[src/rtl/sdram_mr_pkg.sv]
package sdram_mr_pkg;

  localparam int MR_W = 14;

  localparam logic [2:0] CMD_LOAD_MODE = 3'b000;
  localparam logic [2:0] BL_CODE_FOUR  = 3'b010;
  localparam logic [2:0] BL_CODE_EIGHT = 3'b011;

  // Packed from MSB to LSB so that a cast of the raw word lands each field
  // on its bit position.
  typedef struct packed {
    logic       rsvd;
    logic       pd_slow;
    logic [2:0] wr;
    logic       dll;
    logic       tm;
    logic [2:0] cl;
    logic       bt;
    logic [2:0] bl;
  } mr_fields_t;

  function automatic logic bl_code_ok(input logic [2:0] code);
    return (code == BL_CODE_FOUR) || (code == BL_CODE_EIGHT);
  endfunction

  function automatic mr_fields_t unpack_mr(input logic [MR_W-1:0] word);
    return mr_fields_t'(word);
  endfunction

  function automatic mr_fields_t reset_mr();
    mr_fields_t f;
    f    = '0;
    f.bl = BL_CODE_FOUR;
    return f;
  endfunction

endpackage

[src/rtl/sdram_mr_guard.sv]
module sdram_mr_guard
  import sdram_mr_pkg::*;
#(
  parameter int CMD_W  = 3,
  parameter int BANK_W = 2
) (
  input  logic              cmd_valid,
  input  logic [CMD_W-1:0]  cmd_kind,
  input  logic [BANK_W-1:0] bank_sel,
  input  logic [2:0]        bl_code,
  input  logic              banks_idle,
  input  logic              burst_busy,
  input  logic              ready,
  output logic              accept,
  output logic              refuse
);

  logic is_load;
  logic for_us;
  logic state_ok;
  logic code_ok;

  always_comb begin
    is_load  = (cmd_kind == CMD_W'(CMD_LOAD_MODE));
    for_us   = is_load && (bank_sel == '0);
    state_ok = banks_idle && !burst_busy;
    code_ok  = bl_code_ok(bl_code);
    accept   = cmd_valid && ready && for_us && state_ok && code_ok;
    refuse   = cmd_valid && (!ready || (for_us && !(state_ok && code_ok)));
  end

endmodule

[src/rtl/sdram_mr_settle.sv]
module sdram_mr_settle #(
  parameter int TMRD = 2
) (
  input  logic clk,
  input  logic rst_n,
  input  logic start,
  output logic ready
);

  localparam int CW = (TMRD > 1) ? $clog2(TMRD) : 1;
  localparam logic [CW-1:0] LOAD_VAL = CW'(TMRD - 1);

  logic [CW-1:0] left_q;

  always_ff @(posedge clk or negedge rst_n) begin
    if (!rst_n)            left_q <= '0;
    else if (start)        left_q <= LOAD_VAL;
    else if (left_q != '0) left_q <= left_q - 1'b1;
  end

  assign ready = (left_q == '0);

endmodule

[src/rtl/sdram_mr_store.sv]
module sdram_mr_store
  import sdram_mr_pkg::*;
(
  input  logic            clk,
  input  logic            rst_n,
  input  logic            load,
  input  logic [MR_W-1:0] word,
  output mr_fields_t      fields
);

  always_ff @(posedge clk or negedge rst_n) begin
    if (!rst_n)    fields     <= reset_mr();
    else if (load) fields     <= unpack_mr(word);
    else           fields.dll <= 1'b0;
  end

endmodule

[src/rtl/sdram_mr_ctrl.sv]
module sdram_mr_ctrl
  import sdram_mr_pkg::*;
#(
  parameter int TMRD   = 2,
  parameter int CMD_W  = 3,
  parameter int BANK_W = 2
) (
  input  logic              clk,
  input  logic              rst_n,
  input  logic              cmd_valid,
  input  logic [CMD_W-1:0]  cmd_kind,
  input  logic [BANK_W-1:0] bank_sel,
  input  logic [MR_W-1:0]   mode_bits,
  input  logic              banks_idle,
  input  logic              burst_busy,
  output logic [2:0]        burst_len_code,
  output logic              burst_interleave,
  output logic [2:0]        cas_latency,
  output logic              test_mode,
  output logic              dll_reset,
  output logic [2:0]        write_recovery,
  output logic              pd_slow_exit,
  output logic              mode_rsvd,
  output logic              cmd_ready,
  output logic              cmd_error
);

  logic       accept_w;
  logic       refuse_w;
  logic       ready_w;
  mr_fields_t fields_w;
  logic       err_q;

  sdram_mr_guard #(.CMD_W(CMD_W), .BANK_W(BANK_W)) guard_i (
    .cmd_valid  (cmd_valid),
    .cmd_kind   (cmd_kind),
    .bank_sel   (bank_sel),
    .bl_code    (mode_bits[2:0]),
    .banks_idle (banks_idle),
    .burst_busy (burst_busy),
    .ready      (ready_w),
    .accept     (accept_w),
    .refuse     (refuse_w)
  );

  sdram_mr_settle #(.TMRD(TMRD)) settle_i (
    .clk   (clk),
    .rst_n (rst_n),
    .start (accept_w),
    .ready (ready_w)
  );

  sdram_mr_store store_i (
    .clk    (clk),
    .rst_n  (rst_n),
    .load   (accept_w),
    .word   (mode_bits),
    .fields (fields_w)
  );

  always_ff @(posedge clk or negedge rst_n) begin
    if (!rst_n) err_q <= 1'b0;
    else        err_q <= refuse_w;
  end

  assign burst_len_code   = fields_w.bl;
  assign burst_interleave = fields_w.bt;
  assign cas_latency      = fields_w.cl;
  assign test_mode        = fields_w.tm;
  assign dll_reset        = fields_w.dll;
  assign write_recovery   = fields_w.wr;
  assign pd_slow_exit     = fields_w.pd_slow;
  assign mode_rsvd        = fields_w.rsvd;
  assign cmd_ready        = ready_w;
  assign cmd_error        = err_q;

endmodule

[config.mk]
export PLATFORM = sky130hd
export DESIGN_NAME = sdram_mr_ctrl
export DESIGN_NICKNAME = d
export VERILOG_FILES = /design/src/rtl/sdram_mr_pkg.sv /design/src/rtl/sdram_mr_guard.sv /design/src/rtl/sdram_mr_settle.sv /design/src/rtl/sdram_mr_store.sv /design/src/rtl/sdram_mr_ctrl.sv
export SDC_FILE = /design/constraint.sdc
export NUM_CORES = 1
export LEC_CHECK = 0
export BUFFER_PORTS_ARGS = -buffer_cell sky130_fd_sc_hd__buf_2
export CAP_MARGIN = 0
export CELL_PAD_IN_SITES_DETAIL_PLACEMENT = 0
export CELL_PAD_IN_SITES_GLOBAL_PLACEMENT = 1
export CORE_ASPECT_RATIO = 1.4
export CORE_UTILIZATION = 30
export CTS_BUF_LIST = sky130_fd_sc_hd__clkbuf_8
export DETAILED_ROUTE_END_ITERATION = 10
export GPL_TIMING_DRIVEN = 0
export HOLD_SLACK_MARGIN = 0.1
export PLACE_DENSITY = 0.85
export REMOVE_ABC_BUFFERS = 1
export SYNTH_ARGS = -nofsm -noshare
export SYNTH_HDL_FRONTEND = slang
export SYNTH_SLANG_ARGS = --single-unit
[constraint.sdc]
create_clock -name clk -period 1.4 [get_ports clk]
set_input_delay 0.07 -clock clk [delete_from_list [all_inputs] [get_ports clk]]
set_output_delay 0.07 -clock clk [all_outputs]
set_load 0.05 [all_outputs]
==> flow_metrics.tcl, run 1 <==
set metrics [dict create \
    cts.sinks 16 \
    path_clk_slew_ps 50 \
    critPathMaxFanout 14 \
    dr_total_vias 529 \
    slew_viol_final 0 \
    crit_required_ps 1530 \
    p_leak_nw 0.5926 \
    worst_r2r_path_depth 4 \
    antenna_found_initial 0 \
    post_drt_wl_per_cell_um 13.70 \
    hold-path-cell-count 3 \
    multi_input_area_sq_um 242.7 \
    r2r_start "settle_i.left_q" \
    max_slew_margin 0.7715 \
    seq_area_sq_um 401.6 \
    area_growth_pct 67.95 \
    n_antenna_cell 0 \
    synth_common_cells "dfrtp_1 (15), mux2_4 (6), mux2_2 (5)" \
    ys_ff_latch 16 \
    dieWidth_um 41.28 \
    first_pass_iters 1 \
    cts_buffer_depth 2 \
    status "finished with violations" \
    place.gp.congestion 0.5725 \
    dieArea_sq_mm 0.002353 \
    finalHoldViolations 0 \
    wl_um 1603 \
    grt.overflow.total 0 \
    cts_max_level 1 \
    yosysTopAreaCellShare 0.5792 \
    via_per_inst 4.521 \
    ioPinCount 40 \
    insertion_delay_ps 240 \
    drive_gt1_frac 0.6250 \
    ant_nets 0 \
    grt_max_degree 17 \
    timing.rr.end "store_i.fields[4]" \
    ir_drop_mv 0.3764 \
    fp.dieH_um 57.00 \
    finalSetupTns_ps -176.9 \
    wl_met3_um 109 \
    grt_pass1_vias 497 \
    cap_violations 0 \
    cts_tree "built" \
    worstPathArrival_ps 1570 \
    p_per_area_mw_per_mm2 877.1 \
    io_buffers 39 \
    route.detailed.drc 0 \
    cp-start-kind "input pin" \
    syn_area_sq_um 648.1 \
    final.setup.worst_slack_ps -41.04 \
    rsz0062_at_grt "yes" \
    initial_core_util 0.3246 \
    final_util 0.5451 \
    hold_start "bank_sel[1]" \
    yosys.area.top_type "dfrtp_1" \
    cts-root-buf "clkbuf_8" \
    ys_warn_count 0 \
    clock_skew_ps 2.223 \
    floorplan.rows 19 \
    hold_path.class "input pin to flip-flop" \
    worstHoldEndpoint "cmd_error" \
    fillers 163 \
    synth_edf_count 0 \
    synth_cells 38 \
    critical_path_class "input pin to flip-flop" \
    wl_met2_um 823 \
    setup_viol_count_final 11 \
    yosysSeqAreaShare 0.6197 \
    wl_met1_um 637 \
    top_layer "met4" \
    ys_async_sr_fraction 1.000 \
    grt_util_all_layers 0.1490 \
    grt_first_pass_wirelength_um 2277 \
    tightest_slew_ps 342.7 \
    fmax_mhz 693.9 \
    synth_ff_type "dfrtp_1" \
    netlist_top_cells_area "dfrtp_1 (58%), mux2_4 (14%), mux2_2 (8.7%)" \
    coreArea_sq_mm 0.001997 \
    num-nets-final 121 \
    critPathCaptureType "flip-flop" \
    min_period_over_period 1.029 \
    drt_iter0_markers 0 \
    synth_cell_types 15 \
    synth_area_per_cell_sq_um 17.06 \
    r2r_slack_ps 10 \
    cts_buffers 3 \
    violations "setup timing" \
    synth.most_common_cell "dfrtp_1" \
    fin_crit_ps 1441 \
]
[per-stage QoR]
step	std cells	setup slack [ps]	power [mW]	hold WS, ps	instance area [sq um]
5_1_grt	117	-64.51	1.003	182.6	1089
3_3_place_gp	97	-723.5	0.5920	-13.88	858.3
6_report	117	-41.04	0.9547	155.7	1089
3_5_place_dp	97	-782.2	0.5952	-9.920	858.3
4_1_cts	117	-30.16	0.9627	159.4	1085
2_1_floorplan	37	-451.3	0.5419	-225.6	636.9
[worst max-delay path: stages]
cell and delay [ps]:
buf_6 90, or4_4 540, nor4_4 330, buf_12 200, mux2_2 330
[metal layers]
metal / GRT usage / vias up
met2: 0.2522 / 25
met1: 0.1560 / 251
met4: 0.08295 / 0
li1: - / 248
met5: 0 / -
met3: 0.03502 / 5
[sequential cells by signal, summed over array words and instances, names as in the netlist]
name             flops
cmd_error            1
store_i.fields      14
settle_i.left_q      1
[layout make-up]
type / instances / share of cell area
clock buffer: 3 / 0.03793
clock inverter: 1 / 0.003448
inverter: 1 / 0.003448
multi-input combinational: 20 / 0.2230
sequential: 16 / 0.3690
tap: 21 / 0.02414
timing repair buffer: 55 / 0.3391
[kinds of logic (layout without fill, tap and decap cells)]
| family | Yosys count | after routing | synth area share |
|---|---|---|---|
| muxes | 11 | 11 | 0.2259 |
| buffers and inverters | 2 | 60 | 0.02316 |
| AOI/OAI and AO/OA | 1 | 1 | 0.01159 |
| DFF | 16 | 16 | 0.6197 |
| and+or+nand+nor | 8 | 8 | 0.1197 |
[power breakdown]
group / total, mW / internal, mW / switching [mW] / leakage, nW
registers: 0.479 / 0.474 / 0.00473 / 0.219
logic: 0.145 / 0.0718 / 0.0732 / 0.347
clock network: 0.331 / 0.194 / 0.137 / 0.0269
[placed cells by master (no fill, tap or decap)]
master | synthesis | final
or2_2 | 1 | 1
or4_4 | 1 | 1
a21boi_0 | 1 | 1
buf_4 | 0 | 1
or3b_2 | 1 | 1
and2_1 | 1 | 1
dlygate4sd3_1 | 0 | 14
buf_12 | 0 | 1
clkbuf_8 | 0 | 3
dfstp_2 | 1 | 1
nand2b_1 | 1 | 1
nor4_4 | 1 | 1
nor2b_1 | 1 | 1
mux2_2 | 5 | 2
buf_2 | 0 | 38
mux2_4 | 6 | 9
dfrtp_1 | 15 | 15
nand4bb_1 | 1 | 1
buf_6 | 1 | 1
inv_1 | 1 | 2
[worst max-delay path by stage]
stage | start | slack [ps] | end
finish | bank_sel[0] | -40 | store_i.fields[4]
CTS | bank_sel[0] | -30 | store_i.fields[4]
global placement | bank_sel[0] | -720 | store_i.fields[12]
global route | bank_sel[0] | -60 | store_i.fields[4]
floorplan | bank_sel[0] | -450 | store_i.fields[10]
detailed placement | bank_sel[0] | -780 | store_i.fields[12]
[timing repair]
item,CTS,global route
setup buffers,2,0
hold buffers,14,0
pin swaps,1,0
gates resized for setup,3,1
endpoints found under the hold margin,29,0
gates cloned,0,0
setup endpoints to repair,15,11
No activity file was read; power rests on OpenSTA's default activity.
==> inputs of run 2 (changes only) <==
--- a/config.mk
+++ b/config.mk
@@ -17,6 +17,7 @@
 export HOLD_SLACK_MARGIN = 0.1
 export PLACE_DENSITY = 0.85
 export REMOVE_ABC_BUFFERS = 1
+export SKIP_LAST_GASP = 1
 export SYNTH_ARGS = -nofsm -noshare
 export SYNTH_HDL_FRONTEND = slang
 export SYNTH_SLANG_ARGS = --single-unit
==> run 2 against run 1 <==
The run still ends with setup timing left. First-iteration DRC count rose by 1. Total power rose by 0.38%. Register-to-register slack got worse by 50 ps. Utilization rose by 2.0 points. Die area did not move. Critical path type unchanged. Final cell count rose by 1.7%. Critical path depth rose by 1. Sequential power barely moved.
==> flow_metrics.tcl, run 2 (same netlist as run 1, synthesis figures left out) <==
set metrics [dict create \
    min_period_over_period 1.047 \
    cpPeakStageDelay_ps 540 \
    dieWidth_um 41.28 \
    n_antenna_cell 0 \
    final_common_cell "buf_2" \
    clock_skew_ps 2.831 \
    setup_viol_count_final 11 \
    holdWs_ps 199.3 \
    grt_first_pass_wirelength_um 2173 \
    multi_input_area_sq_um 250.2 \
    seq_area_sq_um 401.6 \
    grt.overflow.total 0 \
    ioPinCount 40 \
    drive_gt1_frac 0.6327 \
    comb_power_share 0.153 \
    critical_path_class "input pin to flip-flop" \
    grt_pass1_vias 523 \
    first_pass_iters 2 \
    io_buffers 39 \
    fp.dieH_um 57.00 \
    worstPathArrival_ps 1600 \
    ant_nets 0 \
    critPathMaxFanout 7 \
    tightest_slew_ps 348.4 \
    insertion_delay_ps 240 \
    area_growth_pct 74.13 \
    hold-path-cell-count 3 \
    grt_max_degree 17 \
    path_cells "buf_6 -> or4_4 -> nor4_4 -> buf_4 -> clkbuf_16 -> mux2_4" \
    final.setup.worst_slack_ps -66.27 \
    cts_max_level 1 \
    sw_frac_of_total 0.2273 \
    hold_path.class "input pin to flip-flop" \
    p_per_area_mw_per_mm2 849.2 \
    cts_buffer_depth 2 \
    rsz0062_at_grt "yes" \
    dr_total_vias 542 \
    ir_drop_mv 0.4017 \
    finalSetupTns_ps -626.6 \
    fin_crit_ps 1466 \
    pwr-share-clk 0.347 \
    largest_register_ffs 14 \
    crit_slowest_cell "or4_4" \
    initial_core_util 0.3246 \
    cp-start-kind "input pin" \
    cts-root-buf "clkbuf_8" \
    layout_common_cells "buf_2 (38), dfrtp_1 (15), dlygate4sd3_1 (14), mux2_4 (11), clkbuf_8 (3)" \
    fillers 148 \
    crit_required_ps 1530 \
    finalHoldViolations 0 \
    coreArea_sq_mm 0.001997 \
    pwr-share-seq 0.500 \
    p_leak_nw 0.6106 \
    route.detailed.drc 0 \
    cts.sinks 16 \
    post_drt_wl_per_cell_um 14.71 \
    worst_r2r_path_depth 5 \
    cts_tree "built" \
    dieArea_sq_mm 0.002353 \
    status "finished with violations" \
    place.gp.congestion 0.5725 \
    regMostFlops "store_i.fields" \
    floorplan.rows 19 \
    via_per_inst 4.555 \
    violations "setup timing" \
    p_switching_mw 0.2178 \
    wl_um 1750 \
    cts_buffers 3 \
    path_clk_slew_ps 60 \
    grt_util_all_layers 0.1395 \
    internal-power_mw 0.7406 \
    slew_viol_final 0 \
    num-nets-final 123 \
    critPathCaptureType "flip-flop" \
    cap_violations 0 \
    max_slew_margin 0.7677 \
    antenna_found_initial 0 \
    fmax_mhz 682.0 \
    drt_iter0_markers 1 \
]
## run 2: cell types whose count changed in the layout (fill, tap and decap cells not counted)
cell       previous run  this run
mux2_4                9        11
clkbuf_16             0         1
buf_4                 1         2
mux2_2                2         0
## run 2: path summary, 6_finish.rpt
check	startpoint	endpoint	slack [ps]
min in group asynchronous	rst_n	store_i.fields[13]	260
hold reg to reg	store_i.fields[2]	store_i.fields[2]	500
setup / recovery	cmd_kind[2]	store_i.fields[13]	-70
max in group asynchronous	rst_n	store_i.fields[1]	840
setup reg to reg	settle_i.left_q	store_i.fields[13]	-40
hold / removal	bank_sel[1]	cmd_error	200
## run 2: area by class of cell
class | count | area share
flip-flops and latches | 16 | 0.3559
inverters | 1 | 0.003326
well taps | 21 | 0.02328
clock inverters | 1 | 0.003326
repair buffers | 57 | 0.3559
clock buffers | 3 | 0.03659
multi-input cells | 20 | 0.2217
## run 2: stage by stage
stage	instances	area, sq um	worst slack [ps]	power [mW]	util
2_1_floorplan	37	636.9	-451.3	0.5419	-
3_3_place_gp	97	858.3	-723.5	0.5920	0.4298
3_5_place_dp	97	858.3	-782.2	0.5952	0.4298
4_1_cts	117	1071	-46.15	0.9597	0.5363
5_1_grt	119	1129	-97.23	1.000	0.5652
6_report	119	1129	-66.27	0.9584	0.5652
## run 2: power groups by stage
stage	clock network [mW]	registers, mW	logic [mW]
after detailed placement	0	0.487	0.109
final	0.333	0.479	0.147
after floorplan	0	0.524	0.0182
after global routing	0.364	0.480	0.157
after CTS	0.342	0.479	0.139
after global placement	0	0.486	0.106
## run 2: metal layers
metal  GRT usage  wire (um)  vias up
li1            -          -      253
met1      0.1385        662      259
met2      0.2388        927       25
met3     0.03502        129        5
met4     0.08295         31        0
met5           0          0        -
## run 2: critical path, delay by kind of cell
family / cells / cell delay (ps)
simple gates: 2 / 800
buf+inv: 3 / 420
mux: 1 / 300
## run 2: repair_timing
item                                   4_1_cts  5_1_grt
hold buffers                                14        0
pin swaps                                    1        2
endpoints found under the hold margin       29        0
buffers inserted                             2        1
resized for setup                            0        6
setup endpoints to repair                   15       11
gates cloned                                 0        1
==> inputs of run 3 (changes only) <==
--- a/config.mk
+++ b/config.mk
@@ -11,13 +11,12 @@
 export CELL_PAD_IN_SITES_GLOBAL_PLACEMENT = 1
 export CORE_ASPECT_RATIO = 1.4
 export CORE_UTILIZATION = 30
-export CTS_BUF_LIST = sky130_fd_sc_hd__clkbuf_8
+export CTS_BUF_LIST = sky130_fd_sc_hd__clkbuf_4
 export DETAILED_ROUTE_END_ITERATION = 10
 export GPL_TIMING_DRIVEN = 0
 export HOLD_SLACK_MARGIN = 0.1
 export PLACE_DENSITY = 0.85
 export REMOVE_ABC_BUFFERS = 1
-export SKIP_LAST_GASP = 1
 export SYNTH_ARGS = -nofsm -noshare
 export SYNTH_HDL_FRONTEND = slang
 export SYNTH_SLANG_ARGS = --single-unit
==> run 3 against run 2 <==
Sequential share of layout area increased by 0.24 points. Wire length increased by 4.5%. Combinational power about the same. Register-to-register slack improved by 50 ps. Maximum frequency increased by 4.0%. Sequential power about the same. The flow still finishes with violations (setup timing). Die area unchanged. Clock power decreased by 20%. Clock skew increased by 6.5 ps. Worst setup slack improved by 56 ps. Flip-flop and latch count unchanged.
==> flow_metrics.tcl, run 3 (same netlist as run 1, synthesis figures left out) <==
set metrics [dict create \
    wl_um 1829 \
    first_pass_iters 4 \
    grt_first_pass_wirelength_um 2256 \
    cts_buffer_depth 2 \
    dp.cells 97 \
    finalHoldViolations 0 \
    top_layer "met4" \
    grt.overflow.total 0 \
    ioPinCount 40 \
    internal-power_mw 0.6767 \
    cts-root-buf "clkbuf_4" \
    cts_buffers 3 \
    worst_r2r_path_depth 5 \
    drt_iter0_markers 11 \
    post_drt_wl_per_cell_um 15.37 \
    num-nets-final 123 \
    p_leak_nw 0.6032 \
    p_total_mw 0.8926 \
    place.gp.congestion 0.5725 \
    grt_util_all_layers 0.1415 \
    wl_met2_um 974 \
    insertion_delay_ps 290 \
    cts_tree "built" \
    drive_gt1_frac 0.6531 \
    dr_total_vias 564 \
    floorplan.rows 19 \
    status "finished with violations" \
    hold-path-cell-count 3 \
    critPathCaptureType "flip-flop" \
    rsz0062_at_grt "yes" \
    fin_crit_ps 1410 \
    cts.sinks 16 \
    regMostFlops "store_i.fields" \
    pwr-share-seq 0.536 \
    cp-start-kind "input pin" \
    critical_path_class "input pin to flip-flop" \
    ir_drop_mv 0.3967 \
    final_common_cell "buf_2" \
    initial_core_util 0.3246 \
    min_period_over_period 1.007 \
    finalSetupTns_ps -55.67 \
    tightest_slew_ps 350.6 \
    grt_pass1_vias 546 \
    grt_max_degree 17 \
    route.detailed.drc 0 \
    fp.dieH_um 57.00 \
    wl_met1_um 660 \
    final.setup.worst_slack_ps -10.44 \
    path_clk_slew_ps 80 \
    comb_power_share 0.166 \
    hold_path.class "input pin to flip-flop" \
    pwr-share-clk 0.298 \
    cts_max_level 1 \
    p_switching_mw 0.2158 \
    clock_skew_ps 9.338 \
    dieWidth_um 41.28 \
    largest_register_ffs 14 \
    layout_common_cells "buf_2 (38), dfrtp_1 (15), dlygate4sd3_1 (14), mux2_4 (11), clkbuf_4 (4)" \
    final_util 0.5614 \
    antenna_found_initial 0 \
    worstPathArrival_ps 1580 \
    ant_nets 0 \
    sw_frac_of_total 0.2418 \
    p_per_area_mw_per_mm2 796.2 \
    fmax_mhz 709.0 \
    cap_violations 0 \
    setup_viol_count_final 8 \
    slew_viol_final 0 \
    wl_met3_um 154 \
    io_buffers 39 \
    violations "setup timing" \
    via_per_inst 4.739 \
    n_antenna_cell 0 \
    coreArea_sq_mm 0.001997 \
    critPathMaxFanout 7 \
    instances_no_fill 119 \
    max_slew_margin 0.7663 \
    area_growth_pct 72.97 \
    crit_required_ps 1570 \
    dieArea_sq_mm 0.002353 \
]
-- run 3: cell types whose count changed in the layout (fill, tap and decap cells not counted) --
cell      previous run  this run
inv_1                2         1
clkbuf_4             0         4
nand2b_1             1         0
clkbuf_8             3         0
nand2b_4             0         1
-- run 3: worst paths after layout --
path	start	endpoint	slack (ps)
worst max-delay path	cmd_kind[2]	store_i.fields[12]	-10
worst min-delay path	bank_sel[1]	cmd_error	130
worst max register to register	settle_i.left_q	store_i.fields[12]	10
worst min register to register	store_i.fields[2]	store_i.fields[2]	510
max in group asynchronous	rst_n	store_i.fields[1]	880
min in group asynchronous	rst_n	store_i.fields[13]	210
-- run 3: timing repair --
action	4_1_cts	5_1_grt
hold buffers	14	0
buffers inserted	2	1
endpoints found under the setup margin	15	11
cloned	0	1
endpoints found under the hold margin	29	0
pin swaps	1	2
resized for setup	4	3
-- run 3: per-stage QoR --
step	hold WS [ps]	instance area [sq um]	setup WS, ps
2_1_floorplan	-225.6	636.9	-451.3
3_3_place_gp	-13.88	858.3	-723.5
3_5_place_dp	-9.920	858.3	-782.2
4_1_cts	118.9	1075	-68.09
5_1_grt	153.2	1121	-28.67
6_report	127.0	1121	-10.44
-- run 3: area by class of cell --
| class | count | area (sq um) |
|---|---|---|
| sequential | 16 | 401.6 |
| timing repair buffer | 57 | 401.6 |
| inverter | 1 | 3.754 |
| tap | 21 | 26.28 |
| clock buffer | 4 | 30.03 |
| fill | 151 | 875.8 |
| multi-input combinational | 20 | 257.7 |
-- run 3: critical path, stage by stage --
cell and delay, ps:
buf_6 90, or4_4 540, nor4_4 250, buf_4 180, buf_12 140, mux2_4 300
-- run 3: power groups by stage --
stage               Sequential (mW)  Clock (mW)  Combinational, mW
floorplan                     0.524           0             0.0182
global placement              0.486           0              0.106
detailed placement            0.487           0              0.109
CTS                           0.478       0.267              0.143
global route                  0.480       0.288              0.158
finish                        0.478       0.266              0.148
-- run 3: per-layer routing --
layer | global-route usage | vias to the layer above
met5 | 0 | -
met3 | 0.01556 | 7
met2 | 0.2634 | 35
li1 | - | 252
met4 | 0.06912 | 0
met1 | 0.1378 | 270
